**src/rtl/pulse_gen_pkg.sv**
```systemverilog
// Package: shared types for the one-shot waveform generator.
// Assumes: nothing beyond IEEE 1800-2017.
package pulse_gen_pkg;

    // Waveform shape selected at elaboration.
    typedef enum logic [1:0] {
        MODE_IMPULSE   = 2'd0,
        MODE_STEP_UP   = 2'd1,
        MODE_STEP_DOWN = 2'd2
    } pulse_mode_e;

endpackage

```
**src/rtl/pulse_gen_counter.sv**
```systemverilog
// Module: saturating position counter.
// Counts enabled edges from 0 up to LIMIT, then stops.
// A clear or reset restarts it at 0; clear wins over enable.
// Assumes: LIMIT >= 1 and CW wide enough to hold LIMIT.
module pulse_gen_counter #(
    parameter int CW    = 4,
    parameter int LIMIT = 8
) (
    input  logic          clk,
    input  logic          rst_n,
    input  logic          step,
    input  logic          restart,
    output logic [CW-1:0] pos
);

    localparam logic [CW-1:0] LIM_C = CW'(LIMIT);

    // Position register: reset/clear to 0, step until the limit, then hold.
    always_ff @(posedge clk) begin
        if (!rst_n || restart) begin
            pos <= '0;
        end else if (step && (pos != LIM_C)) begin
            pos <= pos + 1'b1;
        end
    end

    // the counter never passes its limit.
    a_r9_saturate: assert property (@(posedge clk) disable iff (!rst_n)
        pos <= LIM_C);

    // once at the limit, it stays there unless restarted.
    a_r9_hold_at_end: assert property (@(posedge clk) disable iff (!rst_n)
        (pos == LIM_C && !restart) |=> pos == LIM_C);

    // a restart returns the position to zero on the next cycle.
    a_r8_restart: assert property (@(posedge clk) disable iff (!rst_n)
        restart |=> pos == '0);

    // without step or restart, the position is frozen.
    a_r7_freeze: assert property (@(posedge clk) disable iff (!rst_n)
        (!step && !restart) |=> $stable(pos));

endmodule

```
**src/rtl/pulse_gen_shaper.sv**
```systemverilog
// Module: maps a sequence position onto the output level of the mode.
// Pure combinational decode.
// Assumes: D_EFF >= 1, and position counts enabled edges since restart.
module pulse_gen_shaper
    import pulse_gen_pkg::*;
#(
    parameter pulse_mode_e MODE   = MODE_IMPULSE,
    parameter int          CW     = 4,
    parameter int          D_EFF  = 1,
    parameter int          LENGTH = 1
) (
    input  logic [CW-1:0] pos,
    output logic          level
);

    localparam logic [CW-1:0] D_C = CW'(D_EFF);
    localparam logic [CW-1:0] E_C = CW'(D_EFF + LENGTH);

    // Level decode: idle level before the delay, active window or final level after.
    always_comb begin
        case (MODE)
            MODE_IMPULSE:   level = (pos >= D_C) && (pos < E_C);
            MODE_STEP_UP:   level = (pos >= D_C);
            MODE_STEP_DOWN: level = !(pos >= D_C);
            default:        level = 1'b0;
        endcase
    end

endmodule

```
**src/rtl/pulse_gen_top.sv**
```systemverilog
// Module: one-shot waveform generator top.
// Gates the optional enable and clear, runs the saturating counter,
// and decodes the output level.
// Assumes: DELAY >= 0 (0 acts as 1), LENGTH >= 0, synchronous active-low reset.
module pulse_gen_top
    import pulse_gen_pkg::*;
#(
    parameter pulse_mode_e MODE    = MODE_IMPULSE,
    parameter int          DELAY   = 5,
    parameter int          LENGTH  = 3,
    parameter bit          USE_EN  = 1'b1,
    parameter bit          USE_CLR = 1'b1
) (
    input  logic clk,
    input  logic rst_n,
    input  logic en,
    input  logic clr,
    output logic pulse_o
);

    localparam int D_EFF = (DELAY < 1) ? 1 : DELAY;
    localparam int LAST  = (MODE == MODE_IMPULSE) ? (D_EFF + LENGTH) : D_EFF;
    localparam int CW    = $clog2(LAST + 1);

    logic          step_en;
    logic          restart;
    logic [CW-1:0] pos;

    // Enable path: the port when in use, otherwise every cycle counts.
    generate
        if (USE_EN) begin : g_en
            assign step_en = en;
        end else begin : g_no_en
            assign step_en = 1'b1;
        end
    endgenerate

    // Clear path: the port when in use, otherwise tied off.
    generate
        if (USE_CLR) begin : g_clr
            assign restart = clr;
        end else begin : g_no_clr
            assign restart = 1'b0;
        end
    endgenerate

    pulse_gen_counter #(
        .CW    (CW),
        .LIMIT (LAST)
    ) u_counter (
        .clk     (clk),
        .rst_n   (rst_n),
        .step    (step_en),
        .restart (restart),
        .pos     (pos)
    );

    pulse_gen_shaper #(
        .MODE   (MODE),
        .CW     (CW),
        .D_EFF  (D_EFF),
        .LENGTH (LENGTH)
    ) u_shaper (
        .pos   (pos),
        .level (pulse_o)
    );

    // the cycle after reset shows the idle level of the mode.
    a_r1_idle_after_reset: assert property (@(posedge clk)
        !rst_n |=> pulse_o == (MODE == MODE_STEP_DOWN));

    // a clear brings back the idle level.
    a_r8_clear_idle: assert property (@(posedge clk) disable iff (!rst_n)
        restart |=> pulse_o == (MODE == MODE_STEP_DOWN));

    // Per-mode output properties.
    generate
        if (MODE == MODE_STEP_UP) begin : g_chk_up
            // once high, step-up output stays high until cleared.
            a_r3_step_up_sticky: assert property (@(posedge clk) disable iff (!rst_n)
                (pulse_o && !restart) |=> pulse_o);
        end else if (MODE == MODE_STEP_DOWN) begin : g_chk_down
            // once low, step-down output stays low until cleared.
            a_r4_step_down_sticky: assert property (@(posedge clk) disable iff (!rst_n)
                (!pulse_o && !restart) |=> !pulse_o);
        end else if (LENGTH == 0) begin : g_chk_zero
            // a zero-length impulse never raises the output.
            a_r6_no_pulse: assert property (@(posedge clk) disable iff (!rst_n)
                !pulse_o);
        end
    endgenerate

endmodule

```
**config.mk**
```make
export PLATFORM = sky130hd
export DESIGN_NAME = pulse_gen_top
export DESIGN_NICKNAME = d
export VERILOG_FILES = /design/src/rtl/pulse_gen_pkg.sv /design/src/rtl/pulse_gen_counter.sv /design/src/rtl/pulse_gen_shaper.sv /design/src/rtl/pulse_gen_top.sv
export SDC_FILE = /design/constraint.sdc
export NUM_CORES = 1
export LEC_CHECK = 0
export BUFFER_PORTS_ARGS = -buffer_cell sky130_fd_sc_hd__buf_2
export CORE_AREA = 3 3 40 42
export CTS_CLUSTER_DIAMETER = 30
export DETAILED_ROUTE_END_ITERATION = 8
export DIE_AREA = 0 0 43 45
export PLACE_DENSITY = 0.43
export SYNTH_ARGS = -nofsm -noshare
export SYNTH_HDL_FRONTEND = slang
export SYNTH_HIERARCHICAL = 1
export SYNTH_SLANG_ARGS = --single-unit
```
**constraint.sdc**
```tcl
create_clock -name clk -period 1.6 [get_ports clk]
set_clock_uncertainty 0.05 [all_clocks]
set_input_delay 0.08 -clock clk [delete_from_list [all_inputs] [get_ports clk]]
set_output_delay 0.08 -clock clk [all_outputs]
set_load 0.005 [all_outputs]
```
Yosys cells after proc, flatten, opt, wreduce, memory -nomap -nowiden
Index checks and enable logic that the tools add are counted.
W data, S select, Z words.
- input bits: 4
- logic and storage cells: 9
- output and inout bits: 1
- flip-flop bits (word level): 4
- $add $sub $neg: 1
- reductions and logical operators: 4
- magnitude comparators: 2
- equal/unequal tests: 1
- operators with widths (operator ; number):
    $add A4 B1 Y4 const B ; 1
    $ge A4 B3 Y1 const B ; 1
    $lt A4 B4 Y1 const B ; 1
    $ne A4 B4 Y1 const B ; 1
    $logic_and A1 B1 Y1 ; 2
    $logic_not A1 Y1 ; 1
    $logic_or A1 B1 Y1 ; 1

Logic depth before layout (Yosys ltp)
Gate-level depths: netlist of run 1.
- word-level depth: 2
- depth in mapped cells: 5
- gate-level depth less buffers: 5

By module
The synthesis of run 1 kept the hierarchy.
- by module, submodules not included (module ; cells each ; area an instance (sq um) ; seq. area each (sq um) ; times used):
    pulse_gen_counter ; 23 ; 224.0 ; 80.1 ; 1
    pulse_gen_shaper ; 2 ; 16.3 ; 0.0 ; 1

Least setup slack after synthesis of run 1
No wires, ideal clock.
- path type: reg-to-reg
- start: register u_counter.pos[0]
- end: register u_counter.pos[1]
- setup slack: 0.428 ns
- arrival time: 1.007 ns
- cell stages (with the launch flop): 6
- path buffers: 0
- required time: 1.435 ns
- period minus slack after synthesis: 1.172 ns
- setup time: 0.115 ns
- cell sequence: dfxtp_1 -> inv_1 -> ha_1 -> nand3b_4 -> and3_4 -> o21ba_1
- cells in the longest elaborated chain, start to end: 2
- elaborated cells on any way between the ends: 3
- ends and longest elaborated chain (what ; line ; source):
    start: declaration ; pulse_gen_counter.sv:13 ; output logic [CW-1:0] pos
    start signal: assignment ; pulse_gen_counter.sv:23 ; pos <= pos + 1'b1;
    parallel branches: the longest is 2 deep, another holds $add A4 B1 Y4 ; - ;
Parallel ways; which one is timed is not known.
A chain may end at the register's enable or synchronous reset.

Worst setup path after layout of run 1
Same ends and word-level chain as after synthesis.

==> impl_metrics.toml, run 1 <==
[synthesis]
synth_enable_flop_cells = 0
netlist-cell-type-count = 16
async_reset_ff_frac = 0
yosysMostFrequentCell = "dfxtp_1"
syn_area_per_cell_um2 = 9.61
synth.cell_area_um2 = 240
yosysTopAreaCell = "dfxtp_1"
synth_fp_nets = 31
synthTopCellsByArea = "dfxtp_1, ha_1, nand3b_4"
ys_ff_latch = 4
ys.flop_type = "dfxtp_1"
yosysSeqAreaShare = 0.333
ys_top_cells_by_count = "dfxtp_1, a21oi_1"
post-synth-top-area-fraction = 0.333
yosys_warnings = 6
syn_inst = 25

[setup_path]
slowest_stage = "dfxtp_1"
crit_required_ps = 1670
cp_top_family = "flip-flops"
worstPathCellList = "inv_1 > ha_1 > nand3b_4 > and3_4 > o21ba_1"
cpPeakStageDelay_ps = 330
worstPathMaxFanout = 5
cp_data_arrival_time_ps = 1330
critPathCaptureType = "flop"
crit_buf_inv = 1
worstSetupPathType = "reg2reg"
cp-start-kind = "flop"

[floorplanning]
rows = 13
die_y_um = 45
dieArea_um2 = 1940
start_util = 0.187
coreArea_um2 = 1280
die-width_um = 43
io_pins = 5

[clock_tree]
cts_num_sinks = 4
insertion_delay_ps = 230
post_cts_buffers = 0
numCtsBuffers = 3
ctsHoldBuffers = 0
root_buffer = "clkbuf_4"
path_clk_slew_ps = 40
h-tree-depth = 1
cts_tree = "built"
ctsResizeCount = 0
cts_max_path_buffers = 2

[pwr]
power.total_mw = 0.240
seq_power_share = 0.431
switching_share = 0.193
p_leak_nw = 0.130
power_frac_comb = 0.071
ir_drop_uv = 278
internal_power_mw = 0.194
p_per_area_nw_per_um2 = 797
clkPwrFrac = 0.498
switchingPower_mw = 0.0465

[drt]
met3_length_um = 20
vias_per_cell = 4.11
wl_per_cell_um = 9.17
drt_iter0_markers = 0
drc_errors = 0
wl_met1_um = 184
drtPass1Iterations = 1
num_vias = 193
antenna_left = 0
dr_wl_met2_um = 226
top_layer_used = "met3"
drt-total-wl_um = 431

[sta]
slew_violations = 0
fin_tns_setup_ps = 0
period_minus_slack_ps = 1260
slew_headroom = 0.861
hold_viol_final = 0
fmax_mhz = 791
rsz0062_at_grt = "no"
setup_viol_count_final = 0
tightest_slew_ps = 208
post-route-period-util = 0.790

[finish]
top_regs = "u_counter/pos: 4 flops"
area.sequential_um2 = 80.1
layout-drive-gt1-share = 0.344
multi_input_area_um2 = 153
fin_nets = 40
fill_cells = 139
top_register = "u_counter/pos"
area_delta_synth_final_pct = 25.5
antennaDiodeCount = 0
postLayoutCoreUtil = 0.235
largest_reg_flops = 4

[run]
cap_viol_max_count = 0

[global_route]
grt_pass1_vias = 211
grt_pass1_wl_um = 710
grt_max_degree = 8
track_usage = 0.0499
grt_overflow = 0
antenna_found_initial = 0

[min_path]
hold_path_class = "in2reg"

[placement]
dp_hpwl_um = 356
io_buffers = 4
globalplace.congestion = 0.740

[status]
status = "finished clean"
==> path summary, 6_finish.rpt <==
kind,from,end,slack (ps),depth (start not counted)
max reg2reg,u_counter/pos[0]$_SDFFE_PP0P_,u_counter/pos[1]$_SDFFE_PP0P_,340,5
min,rst_n,u_counter/pos[3]$_SDFFE_PP0P_,120,3
min reg2reg,u_counter/pos[2]$_SDFFE_PP0P_,u_counter/pos[2]$_SDFFE_PP0P_,460,2
max,u_counter/pos[0]$_SDFFE_PP0P_,u_counter/pos[1]$_SDFFE_PP0P_,340,5
==> through the flow <==
stage               hold slack (ps)  worst slack, ps  instance area, um^2  std cells
detailed placement              362              338                  279         44
finish                          119              336                  302         47
CTS                             134              336                  302         47
global placement                347              366                  279         44
global route                    159              283                  302         47
floorplan                       194              428                  240         25
==> final cells by class <==
class,count,area share
inverter,2,0.0249
multi-input combinational,19,0.506
sequential,4,0.266
timing repair buffer,4,0.0664
clock buffer,3,0.0747
tap,15,0.0622
==> cells in the final DEF, fill, tap and decap left out <==
cell type | netlist | routed
o21ba_1 | 1 | 1
inv_1 | 2 | 2
and3_4 | 1 | 1
a21oi_1 | 3 | 3
xor2_1 | 1 | 1
nand4_1 | 1 | 1
dfxtp_1 | 4 | 4
nand2b_1 | 1 | 1
nand3b_4 | 1 | 1
a21o_2 | 1 | 1
clkbuf_4 | 0 | 3
ha_1 | 2 | 2
nand3_1 | 1 | 1
nor3b_2 | 1 | 1
buf_2 | 0 | 4
nand2_1 | 2 | 2
nand4b_1 | 1 | 1
nor2_1 | 2 | 2
==> layer usage <==
| layer | up-vias | global-route usage |
|---|---|---|
| met5 | - | 0 |
| met4 | 0 | 0.0361 |
| met3 | 0 | 0.0120 |
| met2 | 5 | 0.0928 |
| met1 | 86 | 0.0481 |
| li1 | 102 | - |
==> worst reg2reg max path: cells and delay by family, from the launching register on <==
family,cells,cell delay [ps]
and+or+nand+nor,2,300
DFF,1,330
buffers and inverters,1,110
AOI/OAI and AO/OA,1,170
adders and majority gates,1,210
==> power groups by stage <==
| stage | sequential (mW) | combinational [mW] | clock (mW) |
|---|---|---|---|
| final | 0.104 | 0.0170 | 0.120 |
| after global routing | 0.104 | 0.0195 | 0.125 |
| after CTS | 0.104 | 0.0173 | 0.124 |
| after detailed placement | 0.105 | 0.0172 | 0 |
| after global placement | 0.105 | 0.0167 | 0 |
| after floorplan | 0.105 | 0.0102 | 0 |
==> cell families (layout without fill, tap and decap cells) <==
logic type / after synthesis / count (layout) / share of synthesized area
DFF: 4 / 4 / 0.333
adders and majority gates: 2 / 2 / 0.104
xor gates and xnor gates: 1 / 1 / 0.0365
buffers and inverters: 2 / 9 / 0.0313
AOI/OAI and AO/OA: 5 / 5 / 0.141
and+or+nand+nor: 11 / 11 / 0.354
Power figures use the tool's default switching activity.
==> inputs of run 2 (changes only) <==
--- a/config.mk
+++ b/config.mk
@@ -10,7 +10,7 @@
 export CTS_CLUSTER_DIAMETER = 30
 export DETAILED_ROUTE_END_ITERATION = 8
 export DIE_AREA = 0 0 43 45
-export PLACE_DENSITY = 0.43
+export PLACE_DENSITY = 0.44
 export SYNTH_ARGS = -nofsm -noshare
 export SYNTH_HDL_FRONTEND = slang
 export SYNTH_HIERARCHICAL = 1
==> constraint.sdc (replaced) <==
create_clock -name clk -period 1.1 [get_ports clk]
set_clock_uncertainty 0.05 [all_clocks]
set_input_delay 0.055 -clock clk [delete_from_list [all_inputs] [get_ports clk]]
set_output_delay 0.055 -clock clk [all_outputs]
set_load 0.005 [all_outputs]
==> run 2 against run 1 <==
The flow now finishes with violations (setup timing); clock power increased by 56%; sequential share of layout area decreased by 5.4 points; critical path type unchanged; via count increased by 19%.
==> impl_metrics.toml, run 2 (synthesis results as in run 1) <==
[sta]
tightest_slew_ps = 172
fmax_mhz = 905
slew_headroom = 0.885
post-route-period-util = 1.00
rsz0062_at_grt = "yes"
fin_tns_setup_ps = -5.44
period_minus_slack_ps = 1110
hold_viol_final = 0
setup_viol_count_final = 1
layout_setup_ws_ps = -5.44
slew_violations = 0

[clock_tree]
cts_max_path_buffers = 2
h-tree-depth = 1
insertion_delay_ps = 230
root_buffer = "clkbuf_4"
numCtsBuffers = 3
cts_tree = "built"
ctsHoldBuffers = 0
cts_num_sinks = 4
path_clk_slew_ps = 40

[setup_path]
crit_required_ps = 1170
cp-start-kind = "flop"
cp_data_arrival_time_ps = 1180
worstSetupPathType = "reg2reg"
cp_top_family = "flip-flops"
cpPeakStageDelay_ps = 320
slowest_stage = "dfxtp_2"
worstPathCellList = "inv_2 > ha_4 > nand3b_4 > and3_4 > o21ba_1"
worstPathMaxFanout = 5
critPathCaptureType = "flop"
crit_buf_inv = 1

[run]
cap_viol_max_count = 0

[pwr]
p_leak_nw = 0.173
power.total_mw = 0.377
p_per_area_nw_per_um2 = 955
ir_drop_uv = 277

[floorplanning]
start_util = 0.187
rows = 13
io_pins = 5
coreArea_um2 = 1280
die-width_um = 43
die_y_um = 45
dieArea_um2 = 1940

[placement]
io_buffers = 4
globalplace.congestion = 0.659
dp_hpwl_um = 399
place_ws_ps = -27.0
dp.cells = 50

[finish]
fill_cells = 148
final_common_cell = "buf_4"
fin_nets = 48
stdcell_count = 55
top_regs = "u_counter/pos: 4 flops"
final_cell_mix = "buf_4, buf_2, clkbuf_4, buf_6, dfxtp_2"
area.sequential_um2 = 83.8
area_delta_synth_final_pct = 64.6
largest_reg_flops = 4
top_register = "u_counter/pos"
antennaDiodeCount = 0
multi_input_area_um2 = 171
layout-drive-gt1-share = 0.675

[drt]
drt_iter0_markers = 3
vias_per_cell = 4.16
drtPass1Iterations = 2
antenna_left = 0
num_vias = 229
drc_errors = 0
wl_per_cell_um = 9.73
drt-total-wl_um = 535

[global_route]
grt_overflow = 0
grt_pass1_wl_um = 869
grt_max_degree = 8
track_usage = 0.0607
grt_pass1_vias = 248
antenna_found_initial = 0

[status]
violations = "setup timing"
status = "complete, but fails checks"

[min_path]
hold_path_class = "in2reg"
run 2: cell type report:
class | instances | area share
inverters | 2 | 0.0190
multi-input cells | 19 | 0.434
repair buffers | 12 | 0.231
flip-flops and latches | 4 | 0.212
well taps | 15 | 0.0475
clock buffers | 3 | 0.0570
run 2: worst reg2reg max path: cells and delay by family, from the launching register on:
family / cells / cell delay, ps
AOI/OAI and AO/OA: 1 / 160
adders and majority gates: 1 / 140
buffers and inverters: 1 / 80
DFF: 1 / 320
and+or+nand+nor: 2 / 250
run 2: per-layer routing:
layer	GRT usage	share of wire
met1	0.0529	0.40
met2	0.114	0.54
met5	0	0
met4	0.0542	0
met3	0.0159	0.058
run 2: repair_timing:
item / CTS / global route
pin swaps: 4 / 1
resized for setup: 4 / 2
setup buffers: 2 / 0
setup endpoints to repair: 2 / 4
run 2: path summary, 6_finish.rpt:
kind                                                    start                       endpoint  slack [ps]  cells past startpoint
worst max-delay path            u_counter/pos[0]$_SDFFE_PP0P_  u_counter/pos[1]$_SDFFE_PP0P_          -5                      5
worst min-delay path                                    rst_n  u_counter/pos[0]$_SDFFE_PP0P_          90                      3
worst max register to register  u_counter/pos[0]$_SDFFE_PP0P_  u_counter/pos[1]$_SDFFE_PP0P_          -5                      5
worst min register to register  u_counter/pos[2]$_SDFFE_PP0P_  u_counter/pos[2]$_SDFFE_PP0P_         450                      2
run 2: through the flow:
step / hold WS (ps) / instance area, um^2 / utilization
2_1_floorplan: 162 / 255 / -
3_3_place_gp: 326 / 339 / 0.264
3_5_place_dp: 332 / 339 / 0.264
4_1_cts: 85.1 / 388 / 0.302
5_1_grt: 109 / 395 / 0.308
6_report: 86.6 / 395 / 0.308
run 2: report_power, final:
| group | internal [mW] | leakage (nW) | switching (mW) |
|---|---|---|---|
| clock network | 0.122 | 0.0138 | 0.0645 |
| logic | 0.0222 | 0.125 | 0.0182 |
| registers | 0.148 | 0.0338 | 0.00178 |
==> inputs of run 3 (changes only) <==
--- a/config.mk
+++ b/config.mk
@@ -10,8 +10,8 @@
 export CTS_CLUSTER_DIAMETER = 30
 export DETAILED_ROUTE_END_ITERATION = 8
 export DIE_AREA = 0 0 43 45
+export GPL_TIMING_DRIVEN = 0
 export PLACE_DENSITY = 0.44
 export SYNTH_ARGS = -nofsm -noshare
 export SYNTH_HDL_FRONTEND = slang
-export SYNTH_HIERARCHICAL = 1
 export SYNTH_SLANG_ARGS = --single-unit
==> run 3 against run 2 <==
The flow still finishes with violations (setup timing); clock power fell by 8%; non-clock buffer count fell by 2; worst setup slack got worse by 160 ps; final area rose by 2.8%; utilization rose by 0.88 points; first-iteration DRC count fell by 100%; sequential share of layout area fell by 0.89 points; register-to-register slack got worse by 100 ps; die area did not move; fmax fell by 13%; final cell count fell by 1.8%; critical path type is now reg2out; largest cell class unchanged.
==> impl_metrics.toml, run 3 <==
[clock_tree]
path_clk_slew_ps = 30
ctsHoldBuffers = 0
root_buffer = "clkbuf_4"
cts_tree = "built"
insertion_delay_ps = 230
h-tree-depth = 1
cts_num_sinks = 4
numCtsBuffers = 3
cts_max_path_buffers = 2

[setup_path]
worstSetupPathType = "reg2out"
cp_top_family = "flip-flops"
slowest_stage = "dfxtp_2"
crit_buf_inv = 2
critPathCaptureType = "primary output"
worstPathCellList = "inv_4 > ha_4 > nor2b_4 > nor3b_2 > buf_2"
cpPeakStageDelay_ps = 350
cp-start-kind = "flop"
crit_required_ps = 1000
cp_data_arrival_time_ps = 1160
worstPathMaxFanout = 3

[placement]
globalplace.congestion = 0.707
io_buffers = 4
placed_area_um2 = 304
dp_hpwl_um = 358

[finish]
layout-drive-gt1-share = 0.667
antennaDiodeCount = 0
fill_cells = 135
top_regs = "u_counter.pos: 4 flops"
fin_nets = 48
stdcell_area_um2 = 407
area_delta_synth_final_pct = 65.8
final_cell_mix = "buf_4, buf_2, clkbuf_4"
largest_reg_flops = 4
top_register = "u_counter.pos"
final_common_cell = "buf_4"

[synthesis]
yosysTopAreaCell = "dfxtp_1"
synth_enable_flop_cells = 0
ys.flop_type = "dfxtp_1"
synth.cell_area_um2 = 245
syn_inst = 26
yosys_warnings = 0
ys_top_cells_by_count = "dfxtp_1, a21oi_1, ha_1, inv_1, nand2_1"
ys_ff_latch = 4
yosysSeqAreaShare = 0.327
synth_fp_nets = 33
syn_area_per_cell_um2 = 9.43
yosysMostFrequentCell = "dfxtp_1"
post-synth-top-area-fraction = 0.327
async_reset_ff_frac = 0
netlist-cell-type-count = 17
synthTopCellsByArea = "dfxtp_1, ha_1, nand3b_4"

[global_route]
grt_overflow = 0
grt_max_degree = 8
grtUsageMet2 = 0.105
grt_pass1_vias = 243
use_met1 = 0.0627
track_usage = 0.0633
use_met3 = 0.0120
busiest_layer = "met2"
antenna_found_initial = 0
grt_pass1_wl_um = 876

[sta]
hold_ws_ps = 118
period_minus_slack_ps = 1270
post-route-period-util = 1.15
hold_viol_final = 0
slew_headroom = 0.858
setup_viol_count_final = 4
slew_violations = 0
tightest_slew_ps = 213
rsz0062_at_grt = "yes"
fmax_mhz = 788
layout_setup_ws_ps = -168

[min_path]
hold_path_class = "in2reg"

[run]
cap_viol_max_count = 0

[floorplanning]
dieArea_um2 = 1940
coreArea_um2 = 1280
io_pins = 5
rows = 13
die_y_um = 45
start_util = 0.191
die-width_um = 43

[pwr]
switching_share = 0.199
power_frac_comb = 0.139
switchingPower_mw = 0.0745
p_per_area_nw_per_um2 = 920
clkPwrFrac = 0.459
p_leak_nw = 0.181
internal_power_mw = 0.300
ir_drop_uv = 447
seq_power_share = 0.402

[drt]
vias_per_cell = 4.22
drt_iter0_markers = 0
drt-total-wl_um = 557
wl_per_cell_um = 10.3
drtPass1Iterations = 1
antenna_left = 0
num_vias = 228
drc_errors = 0

[status]
violations = "setup timing"
status = "complete, but fails checks"
## run 3: final timing paths
| check | from | to | slack (ps) | depth (start not counted) |
|---|---|---|---|---|
| setup / recovery | u_counter.pos[1]$_SDFFE_PP0P_ | pulse_o | -170 | 5 |
| hold / removal | rst_n | u_counter.pos[0]$_SDFFE_PP0P_ | 120 | 3 |
| setup reg to reg | u_counter.pos[1]$_SDFFE_PP0P_ | u_counter.pos[1]$_SDFFE_PP0P_ | -110 | 6 |
| hold reg to reg | u_counter.pos[2]$_SDFFE_PP0P_ | u_counter.pos[2]$_SDFFE_PP0P_ | 480 | 2 |
## run 3: per-stage QoR
| step | power, mW | utilization | setup TNS (ps) | worst slack, ps | instances |
|---|---|---|---|---|---|
| global route | 0.393 | 0.316 | -662 | -242 | 54 |
| finish | 0.374 | 0.316 | -413 | -168 | 54 |
| floorplan | 0.173 | - | 0 | 13.0 | 26 |
| global placement | 0.183 | 0.237 | -40.6 | -40.6 | 45 |
| detailed placement | 0.184 | 0.237 | -76.1 | -51.4 | 45 |
| CTS | 0.374 | 0.280 | -404 | -220 | 52 |
## run 3: layer usage
metal,up-vias,routed length [um]
met4,0,26
met5,-,0
met1,103,201
met3,2,27
met2,6,301
li1,117,-
## run 3: cell type report
| cell class | instances | area, um^2 | share of cell area |
|---|---|---|---|
| inverter | 2 | 10.0 | 0.0246 |
| multi-input combinational | 20 | 208 | 0.511 |
| timing repair buffer | 10 | 65.1 | 0.160 |
| sequential | 4 | 82.6 | 0.203 |
| clock buffer | 3 | 22.5 | 0.0554 |
| tap | 15 | 18.8 | 0.0462 |
## run 3: repair_timing
| action | CTS | global route |
|---|---|---|
| setup endpoints to repair | 3 | 4 |
| endpoints found under the hold margin | 0 | 0 |
| pin swaps | 4 | 1 |
| resized for setup | 1 | 7 |
| setup buffers | 4 | 2 |
## run 3: power groups by stage
stage / Combinational [mW] / Clock [mW] / Sequential [mW]
finish: 0.0519 / 0.172 / 0.151
global route: 0.0577 / 0.184 / 0.151
CTS: 0.0404 / 0.184 / 0.150
detailed placement: 0.0302 / 0 / 0.154
global placement: 0.0295 / 0 / 0.154
floorplan: 0.0195 / 0 / 0.153
## run 3: worst reg2reg max path: cells and delay by family, from the launching register on
| kind | cells | cell delay, ps |
|---|---|---|
| AO/OA/AOI/OAI | 1 | 160 |
| adder cells (fa/ha/maj) | 1 | 130 |
| buffers and inverters | 2 | 190 |
| flip-flops | 1 | 330 |
| AND/OR/NAND/NOR | 2 | 250 |
## run 3: cell families after synthesis
kind of cell / count (synthesis) / share of synthesized area
compound gates: 5 / 0.138
xor+xnor: 1 / 0.0357
fa+ha+maj: 3 / 0.153
buf+inv: 2 / 0.0306
flops: 4 / 0.327
simple gates: 11 / 0.316
